**src/rtl/rb_pkg.sv**
```systemverilog
package rb_pkg;
   // Default frame geometry of the serial protocol
   localparam int unsigned RB_FRAME_W = 32;
   localparam int unsigned RB_ADDR_W  = 6;
   localparam int unsigned RB_DATA_W  = 24;

   // Parallel read port variant
   typedef enum logic {
      RB_RD_COMB = 1'b0,
      RB_RD_REG  = 1'b1
   } rb_rd_mode_e;

   // Counter width holding 0 .. frame_w+1 (frame_w+1 marks an overlong frame)
   function automatic int unsigned rb_cnt_w(input int unsigned frame_w);
      return $clog2(frame_w + 2);
   endfunction
endpackage

```
**src/rtl/rb_sync_edge.sv**
```systemverilog
module rb_sync_edge #(
   parameter int unsigned W      = 1,
   parameter int unsigned STAGES = 2
) (
   input  logic         clk,
   input  logic         rst_n,
   input  logic [W-1:0] din,
   output logic [W-1:0] q,
   output logic [W-1:0] rise,
   output logic [W-1:0] fall
);
   if (STAGES < 2) begin : g_bad_stages
      $error("rb_sync_edge: STAGES must be at least 2");
   end
   if (W < 1) begin : g_bad_w
      $error("rb_sync_edge: W must be at least 1");
   end

   logic [W-1:0] stg [STAGES];
   logic [W-1:0] prev;

   for (genvar s = 0; s < STAGES; s++) begin : g_stage
      if (s == 0) begin : g_first
         always_ff @(posedge clk or negedge rst_n) begin
            if (!rst_n) stg[0] <= '0;
            else        stg[0] <= din;
         end
      end else begin : g_next
         always_ff @(posedge clk or negedge rst_n) begin
            if (!rst_n) stg[s] <= '0;
            else        stg[s] <= stg[s-1];
         end
      end
   end

   always_ff @(posedge clk or negedge rst_n) begin
      if (!rst_n) prev <= '0;
      else        prev <= stg[STAGES-1];
   end

   assign q    = stg[STAGES-1];
   assign rise = stg[STAGES-1] & ~prev;
   assign fall = ~stg[STAGES-1] & prev;
endmodule

```
**src/rtl/rb_frame_rx.sv**
```systemverilog
module rb_frame_rx #(
   parameter int unsigned FRAME_W = 32,
   parameter int unsigned ADDR_W  = 6,
   parameter int unsigned DATA_W  = 24,
   parameter int unsigned CNT_W   = 6
) (
   input  logic              clk,
   input  logic              rst_n,
   input  logic              cs_s,
   input  logic              cs_fall,
   input  logic              sck_rise,
   input  logic              mosi_s,
   output logic [ADDR_W-1:0] look_addr,
   input  logic [DATA_W-1:0] look_data,
   output logic              miso,
   output logic              wr_en,
   output logic [ADDR_W-1:0] wr_addr,
   output logic [DATA_W-1:0] wr_data,
   output logic [CNT_W-1:0]  bit_cnt
);
   localparam int unsigned HDR_W    = FRAME_W - DATA_W;
   localparam int unsigned RSV_W    = HDR_W - 1 - ADDR_W;
   localparam int unsigned ADDR_LSB = DATA_W + RSV_W;
   localparam int unsigned LOOK_AT  = 1 + ADDR_W;
   localparam logic [CNT_W-1:0] CNT_FULL = CNT_W'(FRAME_W);
   localparam logic [CNT_W-1:0] CNT_OVER = CNT_W'(FRAME_W + 1);
   localparam logic [CNT_W-1:0] CNT_HDR  = CNT_W'(HDR_W);
   localparam logic [CNT_W-1:0] CNT_LOOK = CNT_W'(LOOK_AT);
   localparam logic [CNT_W-1:0] CNT_LAST = CNT_W'(FRAME_W - 1);

   if (HDR_W < ADDR_W + 1) begin : g_bad_hdr
      $error("rb_frame_rx: header too narrow for flag and address");
   end
   if ((1 << CNT_W) < FRAME_W + 2) begin : g_bad_cnt
      $error("rb_frame_rx: CNT_W too small");
   end

   logic [FRAME_W-1:0] shreg;
   logic [DATA_W-1:0]  tx_word;
   logic [CNT_W-1:0]   cnt;
   logic [CNT_W-1:0]   sel;
   logic [DATA_W-1:0]  tx_shift;
   logic               miso_d;

   // bit counter and receive shifter
   always_ff @(posedge clk or negedge rst_n) begin
      if (!rst_n) begin
         cnt   <= '0;
         shreg <= '0;
      end else if (!cs_s) begin
         cnt   <= '0;
         shreg <= '0;
      end else if (sck_rise) begin
         if (cnt < CNT_FULL) shreg <= {shreg[FRAME_W-2:0], mosi_s};
         if (cnt != CNT_OVER) cnt <= cnt + 1'b1;
      end
   end

   // address is complete once flag and address bits are in
   assign look_addr = shreg[ADDR_W-1:0];

   always_ff @(posedge clk or negedge rst_n) begin
      if (!rst_n)                       tx_word <= '0;
      else if (cs_s && cnt == CNT_LOOK) tx_word <= look_data;
   end

   // output bit for the current bit time
   assign sel      = CNT_LAST - cnt;
   assign tx_shift = tx_word >> sel;
   assign miso_d   = cs_s && (cnt >= CNT_HDR) && (cnt < CNT_FULL) && tx_shift[0];

   always_ff @(posedge clk or negedge rst_n) begin
      if (!rst_n) miso <= 1'b0;
      else        miso <= miso_d;
   end

   // commit only a complete write frame
   assign wr_en   = cs_fall && (cnt == CNT_FULL) && shreg[FRAME_W-1];
   assign wr_addr = shreg[ADDR_LSB +: ADDR_W];
   assign wr_data = shreg[DATA_W-1:0];
   assign bit_cnt = cnt;

   if (RSV_W > 0) begin : g_rsv
      logic rsv_unused;
      assign rsv_unused = ^shreg[DATA_W +: RSV_W];
   end
endmodule

```
**src/rtl/rb_reg_bank.sv**
```systemverilog
module rb_reg_bank
   import rb_pkg::*;
#(
   parameter int unsigned ADDR_W  = 6,
   parameter int unsigned DATA_W  = 24,
   parameter rb_rd_mode_e RD_MODE = RB_RD_REG
) (
   input  logic              clk,
   input  logic              rst_n,
   input  logic              wr_en,
   input  logic [ADDR_W-1:0] wr_addr,
   input  logic [DATA_W-1:0] wr_data,
   input  logic [ADDR_W-1:0] look_addr,
   output logic [DATA_W-1:0] look_data,
   input  logic [ADDR_W-1:0] rd_addr,
   output logic [DATA_W-1:0] rd_data
);
   localparam int unsigned DEPTH = 1 << ADDR_W;

   if (DEPTH * DATA_W > 4096) begin : g_bad_size
      $error("rb_reg_bank: bank exceeds flop budget");
   end

   logic [DATA_W-1:0] mem [DEPTH];

   always_ff @(posedge clk or negedge rst_n) begin
      if (!rst_n) begin
         for (int i = 0; i < DEPTH; i++) mem[i] <= '0;
      end else if (wr_en) begin
         mem[wr_addr] <= wr_data;
      end
   end

   assign look_data = mem[look_addr];

   if (RD_MODE == RB_RD_REG) begin : g_rd_reg
      logic [DATA_W-1:0] rd_q;
      always_ff @(posedge clk or negedge rst_n) begin
         if (!rst_n) rd_q <= '0;
         else        rd_q <= mem[rd_addr];
      end
      assign rd_data = rd_q;
   end else begin : g_rd_comb
      assign rd_data = mem[rd_addr];
   end
endmodule

```
**src/rtl/spi_regbank_slave.sv**
```systemverilog
module spi_regbank_slave
   import rb_pkg::*;
#(
   parameter int unsigned FRAME_W     = RB_FRAME_W,
   parameter int unsigned ADDR_W      = RB_ADDR_W,
   parameter int unsigned DATA_W      = RB_DATA_W,
   parameter int unsigned SYNC_STAGES = 2,
   parameter rb_rd_mode_e RD_MODE     = RB_RD_REG
) (
   input  logic              clk,
   input  logic              rst_n,
   input  logic              spi_sck,
   input  logic              spi_cs,
   input  logic              spi_mosi,
   output logic              spi_miso,
   input  logic [ADDR_W-1:0] rd_addr,
   output logic [DATA_W-1:0] rd_data
);
   localparam int unsigned CNT_W = rb_cnt_w(FRAME_W);

   if (FRAME_W <= DATA_W + ADDR_W) begin : g_bad_frame
      $error("spi_regbank_slave: FRAME_W too small for address and data");
   end

   logic [2:0]        pin_s, pin_rise, pin_fall;
   logic              cs_s, cs_fall, sck_rise, mosi_s;
   logic [ADDR_W-1:0] look_addr, wr_addr;
   logic [DATA_W-1:0] look_data, wr_data;
   logic              wr_en;
   logic [CNT_W-1:0]  bit_cnt;
   logic              edge_unused;

   // [0] sck, [1] cs, [2] mosi
   rb_sync_edge #(.W(3), .STAGES(SYNC_STAGES)) u_sync (
      .clk  (clk),
      .rst_n(rst_n),
      .din  ({spi_mosi, spi_cs, spi_sck}),
      .q    (pin_s),
      .rise (pin_rise),
      .fall (pin_fall)
   );

   assign sck_rise    = pin_rise[0];
   assign cs_s        = pin_s[1];
   assign cs_fall     = pin_fall[1];
   assign mosi_s      = pin_s[2];
   assign edge_unused = ^{pin_s[0], pin_rise[2:1], pin_fall[2], pin_fall[0]};

   rb_frame_rx #(
      .FRAME_W(FRAME_W), .ADDR_W(ADDR_W), .DATA_W(DATA_W), .CNT_W(CNT_W)
   ) u_frame (
      .clk      (clk),
      .rst_n    (rst_n),
      .cs_s     (cs_s),
      .cs_fall  (cs_fall),
      .sck_rise (sck_rise),
      .mosi_s   (mosi_s),
      .look_addr(look_addr),
      .look_data(look_data),
      .miso     (spi_miso),
      .wr_en    (wr_en),
      .wr_addr  (wr_addr),
      .wr_data  (wr_data),
      .bit_cnt  (bit_cnt)
   );

   rb_reg_bank #(.ADDR_W(ADDR_W), .DATA_W(DATA_W), .RD_MODE(RD_MODE)) u_bank (
      .clk      (clk),
      .rst_n    (rst_n),
      .wr_en    (wr_en),
      .wr_addr  (wr_addr),
      .wr_data  (wr_data),
      .look_addr(look_addr),
      .look_data(look_data),
      .rd_addr  (rd_addr),
      .rd_data  (rd_data)
   );
endmodule

```
**config.mk**
```make
export PLATFORM = sky130hd
export DESIGN_NAME = spi_regbank_slave
export DESIGN_NICKNAME = d
export VERILOG_FILES = /design/src/rtl/rb_pkg.sv /design/src/rtl/rb_sync_edge.sv /design/src/rtl/rb_frame_rx.sv /design/src/rtl/rb_reg_bank.sv /design/src/rtl/spi_regbank_slave.sv
export SDC_FILE = /design/constraint.sdc
export NUM_CORES = 2
export LEC_CHECK = 0
export ABC_AREA = 0
export ABC_CLOCK_PERIOD_IN_PS = 4800
export BUFFER_PORTS_ARGS = -buffer_cell sky130_fd_sc_hd__buf_2
export CAP_MARGIN = 20
export CORE_MARGIN = 4
export CORE_UTILIZATION = 65
export CTS_CLUSTER_SIZE = 10
export DETAILED_ROUTE_END_ITERATION = 7
export GPL_TIMING_DRIVEN = 1
export PLACE_DENSITY = 0.93
export SKIP_LAST_GASP = 1
export SYNTH_ARGS = -nofsm -noshare
export SYNTH_HDL_FRONTEND = slang
export SYNTH_SLANG_ARGS = --single-unit
```
**constraint.sdc**
```tcl
create_clock -name clk -period 4.8 [get_ports clk]
set_input_delay 0.96 -clock clk [delete_from_list [all_inputs] [get_ports clk]]
set_output_delay 0.96 -clock clk [all_outputs]
set_load 0.02 [all_outputs]
```
==> flow_summary_export.csv <==
group,metric,value,unit
yosys,mappedNetlistArea,86100,sq um
place,port_buffers,35,
yosys,ys_ff_latch,1631,
timing,period_needed,3940,ps
drt,wl,271000,microns
drt,drtIter0Drc,9232,
global_route,grt_pass1_vias,60500,
finish,fill_cells,7486,
global_route,grt_max_degree,133,
timing,setup_tns,0,ps
die,start_util,65.5,%
finish,syn_to_final_growth,8.15,%
status,outcome,"finished clean",
global_route,grt_pass1_wl,394000,microns
clock_tree,cts_tree,"built",
finish,multiInputGateArea,42300,sq um
clock_tree,cts_buffers,183,
power,intPower,0.0211,W
power,swShare,23.5,%
hold_path,worstHoldPathType,"in2async",
power,power,0.0275,W
clock_tree,h-tree-depth,4,
global_route,antenna_found_initial,13,
global_route,grt_use_total,38.9,%
timing,clock_skew,45.0,ps
timing,max_freq,254,MHz
drt,ant_nets,0,
setup_path,r2r_cells,9,
power,p_per_area,295,nW/um^2
yosys,netlist.area_leader.share,47.4,%
drt,drtPass1Iterations,8,
die,dieArea,138000,sq um
setup_path,critPathArrivalTime,4730,ps
yosys,synth_cells,5642,
die,die_w,372,microns
yosys,synth_nets,5655,
clock_tree,clockBufferDepth,3,
flow_run,maxCapViolCount,0,
clock_tree,post_cts_buffers,0,
setup_path,cp.required,5590,ps
drt,post_drt_wl_per_cell,37.3,microns
timing,setup_viol,0,
power,seq_power_share,50.2,%
die,die_y,372,microns
finish,ff_latch_area,40800,sq um
yosys,synth_top_flop_cell,"dfrtp_1",
die,core.rowCount,133,
die,core,131000,sq um
drt,vias_per_cell,8.03,
finish,drive_above_1_share,50.9,%
drt,via_count,58400,
timing,relSlewSlack,17.7,%
power,leakagePower,41.6,nW
setup_path,path_class,"reg2reg",
finish,fin_nets,5480,
clock_tree,numClockSinks,1631,
power,clockPowerShare,45.6,%
yosys,synthArstFlopShare,100,%
clock_tree,hold_buffers,0,
yosys,ys_types,46,
drt,drc,0,
die,io_pins,36,
yosys,yosysTopAreaCell,"dfrtp_1",
yosys,yosys-top-cells-area,"dfrtp_1 47%, mux2_2 20%, mux4_2 18%",
yosys,synth.yosys.seq_area_share,47.4,%
yosys,synth_warnings,0,
timing,tightest_slew,1230,ps
setup_path,worstSetupStartpointType,"flop",
power,worst_ir_drop_vdd,0.391,mV
clock_tree,clock-root-buffer,"clkbuf_16",
setup_path,cp-end-kind,"flop",
clock_tree,clk_latency,860,ps
timing,rsz0062_at_grt,"false",
timing,period_share,82.1,%
clock_tree,clkSlewWorstSetupHoldPaths,60,ps
clock_tree,post_cts_resized,0,
power,power_frac_comb,4.2,%
timing,hold_viol_final,0,
yosys,synth_edf_count,0,
yosys,synth_area_per_cell,15.3,sq um
timing,slew_viol_final,0,
global_route,grt_overflow,0,
place,gp_congestion,0.877,
place,dp_hpwl,149000,microns
power,switching_power,0.00646,W
setup_path,path_max_fanout,26,
state kept, by name, summed over array words and instances (netlist names):
signal and count:
u_frame.tx_word 24, u_sync.q 3, u_bank.mem 1536, u_frame.shreg 32
u_sync.stg 3, u_sync.prev 2, u_frame.bit_cnt 6, u_bank.rd_data 24
u_frame.miso 1
Yosys cell counts, types with 4 or more instances:
library cell	number
nor2b_1	48
nor3b_1	5
nor2_2	27
nor2_1	8
nand2_1	72
a22o_1	32
mux2i_1	427
a22oi_1	165
nand3_1	76
and3_1	24
clkbuf_1	297
buf_2	163
a211oi_1	39
mux2_2	1558
and2_1	6
mux4_2	702
dfrtp_1	1631
buf_4	46
a31oi_1	23
nand3b_1	4
o21ai_0	26
nand2_2	40
buf_1	46
buf_6	56
a21oi_1	64
nand2b_1	7
a221o_1	22
metal layers:
metal  vias to the layer above  GRT usage, %  wire length [microns]
li1                      21300             -                      -
met1                     29900          48.5                  88100
met2                      5476          56.1                 119000
met3                      1714          16.1                  41200
met4                        12          25.5                  23600
met5                         -         0.392                     71
through the flow:
| stage | hold WS (ps) | instance area (sq um) | utilization (%) | worst slack (ps) | instances |
|---|---|---|---|---|---|
| after floorplan | 331 | 86100 | - | 1720 | 5642 |
| after global placement | 336 | 87700 | 66.7 | 661 | 7021 |
| after detailed placement | 337 | 87800 | 66.8 | 587 | 7024 |
| after CTS | 200 | 92800 | 70.6 | 1150 | 7254 |
| after global routing | 213 | 93100 | 70.8 | 876 | 7267 |
| final | 174 | 93100 | 70.8 | 860 | 7276 |
area by class of cell:
type	count	share of cell area, %
Tap cell	1755	2.36
Clock inverter	13	0.237
Antenna cell	9	0.0242
Sequential cell	1631	43.9
Clock buffer	217	5.13
Inverter	2	0.00806
Multi-Input combinational cell	3401	45.5
Timing Repair Buffer	248	2.88
layout by cell type, fill, tap and decap left out, types with 3 or more instances in the layout:
cell type	netlist	layout
dfrtp_2	0	9
and2_1	6	5
nor3b_1	5	5
clkbuf_1	297	29
nor2_4	0	26
buf_4	46	150
nor2_1	8	5
a221o_1	22	22
mux2_2	1558	1558
nand2b_1	7	7
nand2_1	72	72
nor2b_4	0	3
mux2i_1	427	427
a21oi_1	64	64
a211oi_1	39	39
nand3_1	76	76
clkbuf_16	0	185
buf_2	163	29
nand3b_1	4	4
diode_2	0	9
nor2b_1	48	45
nor2_2	27	4
a22oi_1	165	165
nand2_2	40	40
a22o_1	32	32
clkbuf_8	0	3
o21ai_0	26	26
clkinv_8	0	6
buf_16	0	8
dfrtp_1	1631	1617
mux4_2	702	702
a31oi_1	23	23
and3_1	24	24
buf_12	0	57
dfrtp_4	0	5
worst paths after layout:
kind                               startpoint                   to  slack, ps
max                        u_frame.bit_cnt[0]  u_frame.tx_word[10]        860
min                                     rst_n     u_bank.mem[1342]        170
max reg2reg                u_frame.bit_cnt[0]  u_frame.tx_word[10]        860
min reg2reg                     u_sync.stg[5]          u_sync.q[2]        350
max in group asynchronous               rst_n      u_bank.mem[669]       3230
min in group clk                      spi_sck        u_sync.stg[3]        230
cell families (layout without fill, tap and decap cells):
group	after synthesis	count (layout)	synth area share, %
compound gates	374	374	3.07
simple gates	335	335	2.16
buf+inv	610	480	3.59
xor+xnor	3	3	0.0305
flops	1631	1631	47.4
fa+ha+maj	2	2	0.0291
mux	2687	2687	43.7
other cells	0	9	0
power groups by stage:
stage | combinational (W) | sequential [W] | clock (W)
2_1_floorplan | 0.000560 | 0.0140 | 0
3_3_place_gp | 0.00110 | 0.0141 | 0
4_1_cts | 0.00113 | 0.0138 | 0.0125
3_5_place_dp | 0.00112 | 0.0141 | 0
5_1_grt | 0.00122 | 0.0138 | 0.0131
6_report | 0.00115 | 0.0138 | 0.0125
critical path: stages (launching register included):
cell      delay (ps)
dfrtp_1          810
ha_1             350
nand2_1           90
or4_1            450
buf_4            280
nor2_2           150
buf_4            410
o21ai_0          190
a211oi_1         900
a221o_1          220
No activity file was read; power rests on OpenSTA's default activity.
